--- config.mk ---
export PLATFORM = sky130hd
export DESIGN_NAME = dwp_handler
export DESIGN_NICKNAME = d
export VERILOG_FILES = /design/src/rtl/dwp_pkg.sv /design/src/rtl/dwp_parity_chk.sv /design/src/rtl/dwp_entry_queue.sv /design/src/rtl/dwp_responder.sv /design/src/rtl/dwp_status.sv /design/src/rtl/dwp_handler.sv
export SDC_FILE = /design/constraint.sdc
export NUM_CORES = 1
export LEC_CHECK = 0
export BUFFER_PORTS_ARGS = -buffer_cell sky130_fd_sc_hd__buf_4
export CAP_MARGIN = 5
export CORE_MARGIN = 2
export CORE_UTILIZATION = 48
export CTS_CLUSTER_DIAMETER = 150
export CTS_CLUSTER_SIZE = 8
export DETAILED_ROUTE_END_ITERATION = 10
export PLACE_DENSITY = 0.78
export SETUP_SLACK_MARGIN = 0.1
export SLEW_MARGIN = 20
export SYNTH_ARGS = -nofsm -noshare
export SYNTH_HDL_FRONTEND = slang
export SYNTH_SLANG_ARGS = --single-unit
--- constraint.sdc ---
create_clock -name clk -period 0.8 [get_ports clk]
set_input_delay 0.04 -clock clk [delete_from_list [all_inputs] [get_ports clk]]
set_output_delay 0.04 -clock clk [all_outputs]
set_load 0.02 [all_outputs]
--- src/rtl/dwp_pkg.sv ---
package dwp_pkg;

  typedef enum logic [1:0] {
    Q_EMPTY   = 2'd0,
    Q_PENDING = 2'd1,
    Q_DONE    = 2'd2
  } q_state_e;

  typedef enum logic [1:0] {
    RSP_IDLE   = 2'd0,
    RSP_RETRY  = 2'd1,
    RSP_ACCEPT = 2'd2,
    RSP_DISC   = 2'd3
  } rsp_e;

endpackage

--- src/rtl/dwp_parity_chk.sv ---
module dwp_parity_chk #(
  parameter int DATA_W = 32,
  parameter int BE_W   = DATA_W / 8
) (
  input  logic [DATA_W-1:0] data,
  input  logic [BE_W-1:0]   be,
  input  logic              par,
  output logic              err
);
  localparam int LANE_W = DATA_W / BE_W;

  logic [BE_W-1:0] lane_par;

  // one lane parity per byte enable, folded at the end
  for (genvar g = 0; g < BE_W; g++) begin : g_lane
    assign lane_par[g] = ^{data[g*LANE_W +: LANE_W], be[g]};
  end

  assign err = (^lane_par) ^ par;

endmodule

--- src/rtl/dwp_entry_queue.sv ---
module dwp_entry_queue
  import dwp_pkg::*;
#(
  parameter int ADDR_W = 32,
  parameter int CMD_W  = 4,
  parameter int DATA_W = 32,
  parameter int BE_W   = DATA_W / 8
) (
  input  logic              clk,
  input  logic              rst_n,
  input  logic              capture,
  input  logic              release_e,
  input  logic              far_done,
  input  logic              far_perr,
  input  logic [ADDR_W-1:0] in_addr,
  input  logic [CMD_W-1:0]  in_cmd,
  input  logic [DATA_W-1:0] in_data,
  input  logic [BE_W-1:0]   in_be,
  output q_state_e          state,
  output logic              match,
  output logic              far_err,
  output logic [ADDR_W-1:0] q_addr,
  output logic [CMD_W-1:0]  q_cmd,
  output logic [DATA_W-1:0] q_data,
  output logic [BE_W-1:0]   q_be
);

  q_state_e          state_q, state_d;
  logic              err_q, err_d, err_en;
  logic [ADDR_W-1:0] addr_q;
  logic [CMD_W-1:0]  cmd_q;
  logic [DATA_W-1:0] data_q;
  logic [BE_W-1:0]   be_q;
  logic              load_en;
  logic              deliver;

  assign load_en = capture && (state_q == Q_EMPTY);
  assign deliver = far_done && (state_q == Q_PENDING);

  always_comb begin
    state_d = state_q;
    unique case (state_q)
      Q_EMPTY:   if (capture)   state_d = Q_PENDING;
      Q_PENDING: if (far_done)  state_d = Q_DONE;
      Q_DONE:    if (release_e) state_d = Q_EMPTY;
      default:                  state_d = Q_EMPTY;
    endcase
  end

  always_comb begin
    err_en = load_en || deliver;
    err_d  = deliver ? far_perr : 1'b0;
  end

  always_ff @(posedge clk or negedge rst_n) begin
    if (!rst_n) begin
      state_q <= Q_EMPTY;
      err_q   <= 1'b0;
    end else begin
      state_q <= state_d;
      if (err_en) err_q <= err_d;
    end
  end

  // payload registers carry no reset; they are only read while occupied
  always_ff @(posedge clk) begin
    if (load_en) begin
      addr_q <= in_addr;
      cmd_q  <= in_cmd;
      data_q <= in_data;
      be_q   <= in_be;
    end
  end

  always_comb begin
    match = (state_q == Q_DONE) &&
            (in_addr == addr_q) && (in_cmd == cmd_q) &&
            (in_data == data_q) && (in_be == be_q);
  end

  assign state   = state_q;
  assign far_err = err_q;
  assign q_addr  = addr_q;
  assign q_cmd   = cmd_q;
  assign q_data  = data_q;
  assign q_be    = be_q;

endmodule

--- src/rtl/dwp_responder.sv ---
module dwp_responder
  import dwp_pkg::*;
#(
  parameter int PERR_GAP = 2
) (
  input  logic clk,
  input  logic rst_n,
  input  rsp_e rsp,
  input  logic perr_launch,
  output logic trdy_n,
  output logic stop_n,
  output logic perr_n
);

  logic              trdy_q, trdy_d;
  logic              stop_q, stop_d;
  logic [PERR_GAP:0] perr_sh_q, perr_sh_d;

  always_comb begin
    trdy_d = 1'b1;
    stop_d = 1'b1;
    unique case (rsp)
      RSP_RETRY:  stop_d = 1'b0;
      RSP_ACCEPT: trdy_d = 1'b0;
      RSP_DISC: begin
        trdy_d = 1'b0;
        stop_d = 1'b0;
      end
      default: ;
    endcase
  end

  generate
    if (PERR_GAP > 0) begin : g_gap
      assign perr_sh_d = {perr_sh_q[PERR_GAP-1:0], perr_launch};
    end else begin : g_nogap
      assign perr_sh_d = perr_launch;
    end
  endgenerate

  always_ff @(posedge clk or negedge rst_n) begin
    if (!rst_n) begin
      trdy_q    <= 1'b1;
      stop_q    <= 1'b1;
      perr_sh_q <= '0;
    end else begin
      trdy_q    <= trdy_d;
      stop_q    <= stop_d;
      perr_sh_q <= perr_sh_d;
    end
  end

  assign trdy_n = trdy_q;
  assign stop_n = stop_q;
  assign perr_n = ~perr_sh_q[PERR_GAP];

endmodule

--- src/rtl/dwp_status.sv ---
module dwp_status #(
  parameter int N_BITS = 2
) (
  input  logic              clk,
  input  logic              rst_n,
  input  logic [N_BITS-1:0] set_v,
  input  logic              clr_wr,
  input  logic [N_BITS-1:0] clr_mask,
  output logic [N_BITS-1:0] flags
);

  logic [N_BITS-1:0] flags_q, flags_d;

  for (genvar g = 0; g < N_BITS; g++) begin : g_bit
    always_comb begin
      flags_d[g] = flags_q[g];
      if (clr_wr && clr_mask[g]) flags_d[g] = 1'b0;
      if (set_v[g])              flags_d[g] = 1'b1;
    end
  end

  always_ff @(posedge clk or negedge rst_n) begin
    if (!rst_n) flags_q <= '0;
    else        flags_q <= flags_d;
  end

  assign flags = flags_q;

endmodule

--- src/rtl/dwp_handler.sv ---
module dwp_handler
  import dwp_pkg::*;
#(
  parameter int ADDR_W   = 32,
  parameter int CMD_W    = 4,
  parameter int DATA_W   = 32,
  parameter int PERR_GAP = 2
) (
  input  logic                 clk,
  input  logic                 rst_n,
  input  logic                 init_per_en,
  input  logic                 far_per_en,
  input  logic                 req_valid,
  input  logic                 req_multi,
  input  logic [ADDR_W-1:0]    req_addr,
  input  logic [CMD_W-1:0]     req_cmd,
  input  logic [DATA_W-1:0]    req_data,
  input  logic [DATA_W/8-1:0]  req_be,
  input  logic                 req_dpar,
  output logic                 trdy_n,
  output logic                 stop_n,
  output logic                 perr_n,
  output logic                 fwd_valid,
  output logic [ADDR_W-1:0]    fwd_addr,
  output logic [CMD_W-1:0]     fwd_cmd,
  output logic [DATA_W-1:0]    fwd_data,
  output logic [DATA_W/8-1:0]  fwd_be,
  input  logic                 far_done,
  input  logic                 far_perr,
  input  logic                 csr_wr,
  input  logic [1:0]           csr_clr,
  output logic                 stat_init_dpe,
  output logic                 stat_far_dpd
);

  localparam int BE_W = DATA_W / 8;
  localparam int ST_INIT = 0;
  localparam int ST_FAR  = 1;

  // asynchronous assert, synchronous release
  logic [1:0] rst_sync_q;
  logic       rst_sync_n;

  always_ff @(posedge clk or negedge rst_n) begin
    if (!rst_n) rst_sync_q <= 2'b00;
    else        rst_sync_q <= {rst_sync_q[0], 1'b1};
  end
  assign rst_sync_n = rst_sync_q[1];

  logic     data_perr;
  logic     enabled_err;
  q_state_e q_state;
  logic     q_match;
  logic     q_far_err;
  logic     capture;
  logic     release_e;
  logic     perr_launch;
  rsp_e     rsp;
  logic [1:0] stat_set;
  logic [1:0] stat_flags;

  dwp_parity_chk #(
    .DATA_W (DATA_W),
    .BE_W   (BE_W)
  ) i_par (
    .data (req_data),
    .be   (req_be),
    .par  (req_dpar),
    .err  (data_perr)
  );

  assign enabled_err = req_valid && data_perr && init_per_en;

  // response selection for the sampled request
  always_comb begin
    rsp         = RSP_IDLE;
    capture     = 1'b0;
    release_e   = 1'b0;
    perr_launch = 1'b0;
    if (req_valid) begin
      if (enabled_err) begin
        rsp         = req_multi ? RSP_DISC : RSP_ACCEPT;
        perr_launch = 1'b1;
      end else begin
        unique case (q_state)
          Q_EMPTY: begin
            rsp     = RSP_RETRY;
            capture = 1'b1;
          end
          Q_DONE: begin
            if (q_match) begin
              rsp         = req_multi ? RSP_DISC : RSP_ACCEPT;
              release_e   = 1'b1;
              perr_launch = q_far_err;
            end else begin
              rsp = RSP_RETRY;
            end
          end
          default: rsp = RSP_RETRY;
        endcase
      end
    end
  end

  dwp_entry_queue #(
    .ADDR_W (ADDR_W),
    .CMD_W  (CMD_W),
    .DATA_W (DATA_W),
    .BE_W   (BE_W)
  ) i_queue (
    .clk       (clk),
    .rst_n     (rst_sync_n),
    .capture   (capture),
    .release_e (release_e),
    .far_done  (far_done),
    .far_perr  (far_perr),
    .in_addr   (req_addr),
    .in_cmd    (req_cmd),
    .in_data   (req_data),
    .in_be     (req_be),
    .state     (q_state),
    .match     (q_match),
    .far_err   (q_far_err),
    .q_addr    (fwd_addr),
    .q_cmd     (fwd_cmd),
    .q_data    (fwd_data),
    .q_be      (fwd_be)
  );

  assign fwd_valid = (q_state == Q_PENDING);

  dwp_responder #(
    .PERR_GAP (PERR_GAP)
  ) i_rsp (
    .clk         (clk),
    .rst_n       (rst_sync_n),
    .rsp         (rsp),
    .perr_launch (perr_launch),
    .trdy_n      (trdy_n),
    .stop_n      (stop_n),
    .perr_n      (perr_n)
  );

  always_comb begin
    stat_set          = '0;
    stat_set[ST_INIT] = req_valid && data_perr;
    stat_set[ST_FAR]  = far_done && (q_state == Q_PENDING) && far_perr && far_per_en;
  end

  dwp_status #(
    .N_BITS (2)
  ) i_stat (
    .clk      (clk),
    .rst_n    (rst_sync_n),
    .set_v    (stat_set),
    .clr_wr   (csr_wr),
    .clr_mask (csr_clr),
    .flags    (stat_flags)
  );

  assign stat_init_dpe = stat_flags[ST_INIT];
  assign stat_far_dpd  = stat_flags[ST_FAR];

endmodule

==> results.sh, run 1 <==
export IMPL_outcome="stopped before the end"
export IMPL_dp_hpwl_mm=9.37
export IMPL_synth_edf_count=72
export IMPL_root_buffer="clkbuf_8"
export IMPL_port_buffers=161
export IMPL_synth_nets=372
export IMPL_stop_stage="clock tree synthesis"
export IMPL_die_height_um=95.3
export IMPL_post_cts_resized=172
export IMPL_rows=33
export IMPL_gp_congestion=0.953
export IMPL_synth_top_area_share_pct=54.1
export IMPL_postCtsSetupRepairBufs=45
export IMPL_seq_area_frac_synth_pct=61.7
export IMPL_floorplan_initialDensity_pct=49.1
export IMPL_synth_main_ff_cell="edfxtp_1"
export IMPL_error_line="[ERROR DPL-0038] Utilization greater than 100%, impossible to legalize"
export IMPL_synthTopCellsByCount="edfxtp_1, xnor2_1, xor2_1"
export IMPL_async_flop_share_pct=14.3
export IMPL_clock_path_buffers=2
export IMPL_yosysUniqueCellTypes=35
export IMPL_synthTopCellsByArea="edfxtp_1, xnor2_1, xor2_1"
export IMPL_synth_top_area_cell="edfxtp_1"
export IMPL_yosysMostFrequentCell="edfxtp_1"
export IMPL_syn_avg_cell_area_um2=13.9
export IMPL_netlist_area_um2=4000
export IMPL_synth_seq_cells=84
export IMPL_io_pins=162
export IMPL_htree_levels=3
export IMPL_numCtsBuffers=9
export IMPL_dieWidth_um=95.3
export IMPL_cts_hold_buf=44
export IMPL_synthCells=288
export IMPL_yosys_warnings=0
export IMPL_place_area_um2=6460
export IMPL_cts_sinks=84
per-stage QoR:
stage / instances / setup TNS, ns / worst slack (ns) / utilization, % / hold WS [ns]
3_5_place_dp: 696 / -110.34 / -1.42 / 79.4 / -0.177
3_3_place_gp: 696 / -106.92 / -1.37 / 79.4 / -0.177
2_1_floorplan: 288 / -110.23 / -1.45 / - / -0.256
kinds of logic after synthesis:
logic type | count (synthesis) | share of synthesized area, %
AOI/OAI and AO/OA | 17 | 3.10
xor gates and xnor gates | 91 | 21.5
buffers and inverters | 12 | 1.13
DFF | 84 | 61.7
muxes | 2 | 0.720
other | 1 | 0.0938
and+or+nand+nor | 81 | 11.8
==> run 2: changes to the inputs <==
CORE_UTILIZATION = 40   (was 48)
CTS_CLUSTER_DIAMETER = unset   (was 150)
CTS_CLUSTER_SIZE = unset   (was 8)
PLACE_DENSITY = unset   (was 0.78)
PLACE_DENSITY_LB_ADDON = 0.15   (was unset)
SETUP_SLACK_MARGIN = unset   (was 0.1)
==> run 2 against run 1 <==
  * Synthesized cell count unchanged
  * The flow now finishes, with violations (negative setup slack)
  * Area after synthesis unchanged
==> results.sh, run 2 <==
export IMPL_outcome="finished with violations"
export IMPL_violations="negative setup slack"
export IMPL_numCtsBuffers=9
export IMPL_root_buffer="clkbuf_8"
export IMPL_core_area_um2=9730
export IMPL_port_buffers=161
export IMPL_period_share_pct=270
export IMPL_switching_share_pct=36.1
export IMPL_path_cells="xor2_1 -> nor4_1 -> nand4_1 -> nor4_2 -> buf_4 -> nand3_2 -> o22a_1"
export IMPL_p_per_area_nw_per_um2=2920
export IMPL_wl_met3_mm=1.60
export IMPL_vias_per_cell=5.38
export IMPL_synth_seq_cells=84
export IMPL_vias=4565
export IMPL_track_usage_pct=32.6
export IMPL_grt_pass1_vias=4793
export IMPL_dieWidth_um=104
export IMPL_clkTransAtPathRegs_ns=0.10
export IMPL_end_kind="register"
export IMPL_hold_viol_final=0
export IMPL_fmax_mhz=462
export IMPL_die_height_um=104
export IMPL_crit_path_start_kind="register"
export IMPL_startpoint="i_queue.q_addr[15]$_DFFE_PP_"
export IMPL_antenna_found_initial=0
export IMPL_grt_ovfl_total=0
export IMPL_p_switching_uw=9270
export IMPL_p_int_uw=16400
export IMPL_finalMaxSlewViolations=0
export IMPL_cp_num_buf_inv=1
export IMPL_io_pins=162
export IMPL_yosysUniqueCellTypes=35
export IMPL_drive_above_1_share_pct=54.5
export IMPL_syn_avg_cell_area_um2=13.9
export IMPL_grt_max_degree=15
export IMPL_rows=36
export IMPL_path_max_fanout=3
export IMPL_netlist_area_um2=4000
export IMPL_pre_cts_slack_ns=-1.43
export IMPL_crit_family="simple AND/OR/NAND/NOR gates"
export IMPL_worstPathRequired_ns=1.06
export IMPL_top_layer="met4"
export IMPL_synth_main_ff_cell="edfxtp_1"
export IMPL_hold_class="in -> reg"
export IMPL_drc=0
export IMPL_clkLatencyLatePin_ns=0.38
export IMPL_fin_skew_ns=0.0144
export IMPL_dp_hpwl_mm=9.52
export IMPL_wl_met2_mm=10.3
export IMPL_synth_top_area_cell="edfxtp_1"
export IMPL_final_setup_worst_slack_ns=-1.36
export IMPL_final_setup_viol_count=158
export IMPL_htree_levels=3
export IMPL_synthTopCellsByCount="edfxtp_1, xnor2_1, xor2_1"
export IMPL_routed_wl_mm=20.3
export IMPL_grt_pass1_wl_mm=26.7
export IMPL_power_leakage_uw=0.00380
export IMPL_combPwrFrac_pct=58.1
export IMPL_yosysMostFrequentCell="edfxtp_1"
export IMPL_synth_edf_count=72
export IMPL_finalCriticalPeriod_ns=2.16
export IMPL_cts_tree="done"
export IMPL_cp_slowest_stage_delay_ns=0.49
export IMPL_antenna_left=0
export IMPL_floorplan_initialDensity_pct=41.1
export IMPL_antenna_cells=0
export IMPL_dr_pass1_iters=5
export IMPL_synth_nets=372
export IMPL_drt_met1_wl_mm=7.20
export IMPL_final_cell_mix="buf_6, buf_4, dlygate4sd3_1, edfxtp_1, xnor2_1"
export IMPL_maxCapViolations=0
export IMPL_gp_congestion=0.875
export IMPL_worstHoldStart="far_done"
export IMPL_yosys_warnings=0
export IMPL_cp_slowest_cell="edfxtp_1"
export IMPL_path_class="reg -> reg"
export IMPL_arrival_ns=2.43
export IMPL_tns_ns=-122.12
export IMPL_dr_first_iter_drc_count=358
export IMPL_synthToLayoutAreaGrowth_pct=120
export IMPL_synth_top_area_share_pct=54.1
export IMPL_synthCells=288
export IMPL_seqPwrFrac_pct=29.4
export IMPL_clock_path_buffers=2
export IMPL_wl_per_cell_um=23.9
export IMPL_cts_sinks=84
export IMPL_die_area_um2=10800
export IMPL_power_share_clock_pct=12.5
export IMPL_synthTopCellsByArea="edfxtp_1, xnor2_1, xor2_1"
export IMPL_seq_area_frac_synth_pct=61.7
export IMPL_fin_util_pct=90.5
export IMPL_async_flop_share_pct=14.3
export IMPL_final_nets=794
export IMPL_reg2reg_from="i_queue.q_addr[15]$_DFFE_PP_"
export IMPL_layout_commonest_cell="buf_6"
export IMPL_vdd_drop_max_mv=1.75
export IMPL_rsz0062_at_grt="true"
[run 2: logic make-up after synthesis]
kind of cell           Yosys count  synth area share (%)
XOR/XNOR                        91                  21.5
flip-flops                      84                  61.7
AND/OR/NAND/NOR                 81                  11.8
AO/OA/AOI/OAI                   17                  3.10
buffers and inverters           12                  1.13
multiplexers                     2                 0.720
other                            1                0.0938
[run 2: layout make-up]
cell class	count	area, µm²
Clock buffer	9	124
Fill cell	372	928
Inverter	12	45.0
Clock inverter	7	66.3
Timing Repair Buffer	411	4170
Multi-Input combinational cell	192	1770
Sequential cell	84	2460
Tap cell	133	166
[run 2: metal layers]
layer | vias to the layer above | GRT usage (%)
li1 | 1905 | -
met1 | 2218 | 36.8
met2 | 346 | 59.2
met3 | 96 | 7.33
met4 | 0 | 13.9
met5 | - | 0
[run 2: path summary, 6_finish.rpt]
kind,to,slack [ns],cells past startpoint
worst max-delay path,i_queue.state[1]$_DFFE_PN0P_,-1.36,7
min in group asynchronous,i_queue.state[1]$_DFFE_PN0P_,0.15,0
worst min-delay path,i_queue.state[0]$_DFFE_PN0P_,0.04,3
worst min register to register,i_queue.state[1]$_DFFE_PN0P_,0.15,0
worst max register to register,i_queue.state[1]$_DFFE_PN0P_,-1.36,7
max in group asynchronous,rst_sync_q[0]$_DFF_PN0_,0.16,3
[run 2: worst reg2reg max path: stages, from the launching register on]
cell and delay [ns]:
edfxtp_1 0.49, xor2_1 0.18, nor4_1 0.33, nand4_1 0.25, nor4_2 0.28, buf_4 0.21, nand3_2 0.07, o22a_1 0.23
[run 2: power groups by stage]
stage | registers (µW) | clock network, µW | logic [µW]
final | 7550 | 3210 | 14900
after global routing | 7630 | 3350 | 15400
after CTS | 7240 | 3070 | 13500
after detailed placement | 7210 | 0 | 9760
after floorplan | 8460 | 0 | 2820
after global placement | 7170 | 0 | 9620
[run 2: repair_timing]
item	4_1_cts	5_1_grt
endpoints found under the hold margin	77	0
pin swaps	15	10
gates cloned	7	3
setup endpoints to repair	158	158
setup buffers	47	39
hold buffers	81	0
gates resized for setup	163	82
[run 2: metrics by stage]
step	power (µW)	std cells	hold slack (ns)	cell area (µm²)
after floorplan	11300	288	-0.256	4030
after global placement	16800	734	-0.177	6600
after detailed placement	17000	734	-0.175	6600
after CTS	23800	848	0.0481	8560
after global routing	26400	848	0.0597	8800
final	25700	848	0.0440	8800
Note: power is estimated with default switching activity, not from simulation.
